### config.mk
export PLATFORM = sky130hd
export DESIGN_NAME = divpair_search
export DESIGN_NICKNAME = d
export VERILOG_FILES = /design/src/rtl/divpair_pkg.sv /design/src/rtl/divpair_div.sv /design/src/rtl/divpair_ctrl.sv /design/src/rtl/divpair_search.sv
export SDC_FILE = /design/constraint.sdc
export NUM_CORES = 1
export LEC_CHECK = 0
export BUFFER_PORTS_ARGS = -buffer_cell sky130_fd_sc_hd__buf_2
export CAP_MARGIN = 10
export CORE_UTILIZATION = 55
export CTS_CLUSTER_SIZE = 20
export DETAILED_ROUTE_END_ITERATION = 8
export HOLD_SLACK_MARGIN = 0.05
export PLACE_DENSITY = 0.73
export SETUP_SLACK_MARGIN = 0.02
export SLEW_MARGIN = 0
export SYNTH_ARGS = -nofsm -noshare
export SYNTH_HDL_FRONTEND = slang
export SYNTH_HIERARCHICAL = 1
export SYNTH_SLANG_ARGS = --single-unit
### constraint.sdc
create_clock -name clk -period 18.6 [get_ports clk]
set_input_delay 3.72 -clock clk [delete_from_list [all_inputs] [get_ports clk]]
set_output_delay 3.72 -clock clk [all_outputs]
set_load 0.005 [all_outputs]
### src/rtl/divpair_pkg.sv
package divpair_pkg;
  typedef enum logic [1:0] {
    ST_IDLE = 2'd0,
    ST_SCAN = 2'd1,
    ST_POST = 2'd2
  } divpair_st_e;
endpackage

### src/rtl/divpair_div.sv
module divpair_div #(
  parameter int NUM_W = 9,
  parameter int DEN_W = 4
) (
  input  logic [NUM_W-1:0] num_i,
  input  logic [DEN_W-1:0] den_i,
  output logic [NUM_W-1:0] quot_o,
  output logic [DEN_W-1:0] rem_o
);
  logic [DEN_W:0] acc;
  logic [DEN_W:0] trial;

  // restoring division, one quotient bit per unrolled step
  always_comb begin
    acc    = '0;
    trial  = '0;
    quot_o = '0;
    for (int b = NUM_W - 1; b >= 0; b--) begin
      trial = {acc[DEN_W-1:0], num_i[b]};
      if (trial >= {1'b0, den_i}) begin
        acc       = trial - {1'b0, den_i};
        quot_o[b] = 1'b1;
      end else begin
        acc = trial;
      end
    end
    rem_o = acc[DEN_W-1:0];
  end
endmodule

### src/rtl/divpair_ctrl.sv
module divpair_ctrl
  import divpair_pkg::*;
#(
  parameter int RAT_W    = 16,
  parameter int PRE_MAX  = 8,
  parameter int POST_MAX = 64,
  localparam int SAT     = PRE_MAX * POST_MAX,
  localparam int SCAN_W  = $clog2(SAT),
  localparam int PRE_W   = $clog2(PRE_MAX + 1),
  localparam int POST_W  = $clog2(POST_MAX + 1)
) (
  input  logic              clk,
  input  logic              rst_n,
  input  logic              start_i,
  input  logic [RAT_W-1:0]  ratio_i,
  input  logic [PRE_W-1:0]  rem_i,
  input  logic [POST_W-1:0] quot_i,
  output logic [SCAN_W-1:0] ratio_lo_o,
  output logic [PRE_W-1:0]  cand_o,
  output logic [PRE_W-1:0]  best_o,
  output logic              busy_o,
  output logic              done_o,
  output logic [PRE_W-1:0]  pre_o,
  output logic [POST_W-1:0] post_o
);
  divpair_st_e       st;
  logic [RAT_W-1:0]  ratio_q;
  logic [RAT_W-1:0]  rn;
  logic [PRE_W-1:0]  cand, best, err, minp;
  logic [PRE_W-1:0]  cerr;
  logic [SCAN_W:0]   minp_sum;
  logic [SCAN_W:0]   minp_div;

  assign rn       = (ratio_i == '0) ? RAT_W'(1) : ratio_i;
  assign minp_sum = {1'b0, rn[SCAN_W-1:0]} + (SCAN_W+1)'(POST_MAX - 1);
  assign minp_div = minp_sum / (SCAN_W+1)'(POST_MAX);
  assign cerr     = cand - rem_i;

  always_ff @(posedge clk or negedge rst_n) begin
    if (!rst_n) begin
      st      <= ST_IDLE;
      ratio_q <= RAT_W'(1);
      cand    <= PRE_W'(PRE_MAX);
      best    <= PRE_W'(PRE_MAX);
      err     <= PRE_W'(PRE_MAX);
      minp    <= PRE_W'(1);
      pre_o   <= PRE_W'(1);
      post_o  <= POST_W'(1);
      done_o  <= 1'b0;
    end else begin
      done_o <= 1'b0;
      unique case (st)
        ST_IDLE: if (start_i) begin
          ratio_q <= rn;
          if (rn >= RAT_W'(SAT)) begin
            pre_o  <= PRE_W'(PRE_MAX);
            post_o <= POST_W'(POST_MAX);
            done_o <= 1'b1;
          end else if (rn <= RAT_W'(PRE_MAX)) begin
            pre_o  <= PRE_W'(rn);
            post_o <= POST_W'(1);
            done_o <= 1'b1;
          end else if (rn < RAT_W'(POST_MAX)) begin
            pre_o  <= PRE_W'(1);
            post_o <= POST_W'(rn);
            done_o <= 1'b1;
          end else begin
            cand <= PRE_W'(PRE_MAX);
            best <= PRE_W'(PRE_MAX);
            err  <= PRE_W'(PRE_MAX);
            minp <= PRE_W'(minp_div);
            st   <= ST_SCAN;
          end
        end
        ST_SCAN: begin
          if (rem_i == '0) begin
            best <= cand;
            st   <= ST_POST;
          end else begin
            if (cerr < err) begin
              err  <= cerr;
              best <= cand;
            end
            if (cand == minp) st <= ST_POST;
            else              cand <= cand - PRE_W'(1);
          end
        end
        ST_POST: begin
          pre_o  <= best;
          post_o <= quot_i;
          done_o <= 1'b1;
          st     <= ST_IDLE;
        end
        default: st <= ST_IDLE;
      endcase
    end
  end

  assign busy_o     = (st != ST_IDLE);
  assign ratio_lo_o = ratio_q[SCAN_W-1:0];
  assign cand_o     = cand;
  assign best_o     = best;

  assert_cand_floor_R6: assert property (@(posedge clk) disable iff (!rst_n)
    (st == ST_SCAN) |-> (cand >= minp && cand <= PRE_W'(PRE_MAX) && minp >= PRE_W'(1)));
  assert_done_pulse_R9: assert property (@(posedge clk) disable iff (!rst_n)
    (done_o && !start_i) |=> !done_o);
  assert_hold_R9: assert property (@(posedge clk) disable iff (!rst_n)
    (!busy_o && !start_i) |=> ($stable(pre_o) && $stable(post_o)));
  assert_busy_ignore_R10: assert property (@(posedge clk) disable iff (!rst_n)
    busy_o |=> $stable(ratio_q));
  assert_sat_R5: assert property (@(posedge clk) disable iff (!rst_n)
    (done_o && ratio_q >= RAT_W'(SAT)) |-> (pre_o == PRE_W'(PRE_MAX) && post_o == POST_W'(POST_MAX)));
  assert_cover_R7: assert property (@(posedge clk) disable iff (!rst_n)
    (done_o && ratio_q < RAT_W'(SAT)) |-> ((RAT_W'(pre_o) * RAT_W'(post_o)) >= ratio_q));
  assert_done_idle_R11: assert property (@(posedge clk) disable iff (!rst_n)
    done_o |-> !busy_o);
endmodule

### src/rtl/divpair_search.sv
module divpair_search #(
  parameter int RAT_W    = 16,
  parameter int PRE_MAX  = 8,
  parameter int POST_MAX = 64,
  localparam int SAT     = PRE_MAX * POST_MAX,
  localparam int SCAN_W  = $clog2(SAT),
  localparam int PRE_W   = $clog2(PRE_MAX + 1),
  localparam int POST_W  = $clog2(POST_MAX + 1),
  localparam int PRE_FW  = $clog2(PRE_MAX),
  localparam int POST_FW = $clog2(POST_MAX)
) (
  input  logic               clk,
  input  logic               rst_n,
  input  logic               start_i,
  input  logic [RAT_W-1:0]   ratio_i,
  output logic               busy_o,
  output logic               done_o,
  output logic [PRE_W-1:0]   pre_o,
  output logic [POST_W-1:0]  post_o,
  output logic [PRE_FW-1:0]  pre_fld_o,
  output logic [POST_FW-1:0] post_fld_o
);
  logic [SCAN_W-1:0] ratio_lo;
  logic [PRE_W-1:0]  cand, best, rem;
  logic [SCAN_W-1:0] mod_quot;
  logic [SCAN_W:0]   up_num, up_quot;
  logic [PRE_W-1:0]  up_rem;

  divpair_ctrl #(.RAT_W(RAT_W), .PRE_MAX(PRE_MAX), .POST_MAX(POST_MAX)) u_ctrl (
    .clk(clk), .rst_n(rst_n), .start_i(start_i), .ratio_i(ratio_i),
    .rem_i(rem), .quot_i(up_quot[POST_W-1:0]),
    .ratio_lo_o(ratio_lo), .cand_o(cand), .best_o(best),
    .busy_o(busy_o), .done_o(done_o), .pre_o(pre_o), .post_o(post_o)
  );

  // remainder of the ratio by the current candidate
  divpair_div #(.NUM_W(SCAN_W), .DEN_W(PRE_W)) u_mod (
    .num_i(ratio_lo), .den_i(cand), .quot_o(mod_quot), .rem_o(rem)
  );

  // rounded-up postscaler for the chosen prescaler
  assign up_num = {1'b0, ratio_lo} + (SCAN_W+1)'(best) - (SCAN_W+1)'(1);
  divpair_div #(.NUM_W(SCAN_W+1), .DEN_W(PRE_W)) u_post (
    .num_i(up_num), .den_i(best), .quot_o(up_quot), .rem_o(up_rem)
  );

  assign pre_fld_o  = PRE_FW'(pre_o - PRE_W'(1));
  assign post_fld_o = POST_FW'(post_o - POST_W'(1));

  assert_ranges_R8: assert property (@(posedge clk) disable iff (!rst_n)
    done_o |-> (pre_o >= PRE_W'(1) && pre_o <= PRE_W'(PRE_MAX) &&
                post_o >= POST_W'(1) && post_o <= POST_W'(POST_MAX)));
endmodule

==> impl_metrics.ini <==
[run_status]
outcome = complete, no violations

[clock_network]
path_clk_slew_ps = 60
h-tree-depth = 2
cts.sinks = 39
cts_made_buffers = 5
clk_latency_ps = 280
cts_hold_buf = 0
cts-root-buf = clkbuf_16
clock_path_buffers = 2
cts_tree = done

[placement]
gp_congestion = 0.929
dp_cells = 965
hpwl_um = 13500
io_buffers = 40

[setup_path]
crit_fanout = 14
start_kind = flop
worst_path_max_delay_cell = dfrtp_2
cp_slowest_stage_delay_ps = 510
worstSetupPathType = reg -> reg
reg2regPathDepth = 89
cp.arrival_ps = 17570
required_ps = 18760
path_depth = 89
path_common_cell = ha_1
crit_buf_inv = 10
worst_setup_path_end_kind = flop
path_delay_family = compound AO/OA/AOI/OAI gates

[final_layout]
antenna-diode-count = 0
area_growth_pct = 8.23
finish.utilization_pct = 60.9
final_common_cell = inv_1
fillers = 1073
layout_common_cells = inv_1 (102), ha_1 (93), nand2_1 (48)
nNetsFinal = 958
final_layout_size_suffix_gt1_share_pct = 18.0
fin_cells = 976

[synthesis]
synthCells = 783
syn_area_um2 = 6760
syn_area_per_cell_um2 = 8.64
synth_nets = 913
yosysWarnings = 6

[route]
drc = 0
via_count = 6016
vias_per_cell = 6.16
wl_per_cell_um = 17.2
postRouteAntennaNets = 0
drt_pass1_iterations = 6
drt_wl_total_um = 16800
first_iter_violations = 535

[die]
die_y_um = 113
num_io_pins = 41
coreArea_um2 = 12000
die-area_um2 = 12700
rows = 40
start_util_pct = 56.3
die_w_um = 113

[sta]
fin_skew_ps = 7.30
tns_ps = 0
slew_violations = 0
rsz0062_at_grt = false
fmax_mhz = 57.5
tightest_slew_ps = 1080
fin_crit_ps = 17400
maxSlewHeadroom_pct = 27.0
final-hold-violation-count = 0
timing.final.crit_share_pct = 93.6
whs_ps = 485
setup_violations = 0

[global_routing]
busiest_layer = met2
grt.met3_usage_pct = 2.52
met1_usage_pct = 35.8
grt-ovfl-total = 0
grt_pass1_vias = 5947
met2_usage_pct = 47.7
grtUsageTotal_pct = 27.2
antenna_found_initial = 0
grt_max_degree = 40
grt_pass1_wl_um = 28300

[worst_hold_path]
hold_class = reg -> reg
min_path_cells = 2

[run]
cap_violations = 0
-- stage by stage --
step / area [µm²] / setup slack [ps]
6_report: 7320 / 1200
5_1_grt: 7320 / 6.13
4_1_cts: 7270 / 918
3_5_place_dp: 7120 / 920
3_3_place_gp: 7120 / 1560
2_1_floorplan: 6760 / 2140
-- per-layer routing --
metal | vias to the layer above | part of all wire (%)
met5 | - | 0
li1 | 2924 | -
met2 | 173 | 50
met1 | 2890 | 44
met3 | 29 | 4.6
met4 | 0 | 1.5
-- state kept, by name (all words and copies together), names as in the netlist --
signal and cells:
u_ctrl/ratio_q 9, u_ctrl/post_o 7, u_ctrl/best_o 4, u_ctrl/cand_o 4, u_ctrl/err 4, u_ctrl/minp 4, u_ctrl/pre_o 4, u_ctrl/st 2
u_ctrl/done_o 1
-- worst register-to-register path, delay by kind of cell, from the launching register on --
kind	cells	cell delay [ps]
AO/OA/AOI/OAI	46	9080
adder cells (fa/ha/maj)	14	3720
AND/OR/NAND/NOR	15	2180
multiplexers	3	850
buffers and inverters	10	790
flip-flops	1	510
XOR/XNOR	1	150
-- path summary, 6_finish.rpt --
kind                       slack (ps)          endpoint             start
max reg2reg                      1200  u_ctrl/post_o[0]  u_ctrl/best_o[0]
max                              1200  u_ctrl/post_o[0]  u_ctrl/best_o[0]
max in group asynchronous       14410  u_ctrl/best_o[0]             rst_n
min reg2reg                       480     u_ctrl/err[3]     u_ctrl/err[3]
min in group asynchronous        3570     u_ctrl/done_o             rst_n
min                               480     u_ctrl/err[3]     u_ctrl/err[3]
-- cell type report --
| class | count | area, µm² | share of cell area, % |
|---|---|---|---|
| clock buffers | 7 | 143 | 1.95 |
| clock inverters | 1 | 5.00 | 0.0684 |
| inverters | 107 | 412 | 5.62 |
| multi-input cells | 629 | 5350 | 73.0 |
| flip-flops and latches | 39 | 986 | 13.5 |
| well taps | 147 | 184 | 2.51 |
| repair buffers | 46 | 245 | 3.35 |
-- repair_timing --
| action | 4_1_cts | 5_1_grt |
|---|---|---|
| resized for setup | 0 | 6 |
| hold endpoints to repair | 0 | 0 |
| buffers inserted | 0 | 3 |
| setup endpoints to repair | 0 | 1 |
Power is not shown: default switching activity piles up to over one toggle a cycle in this logic, so the estimate is an artifact.
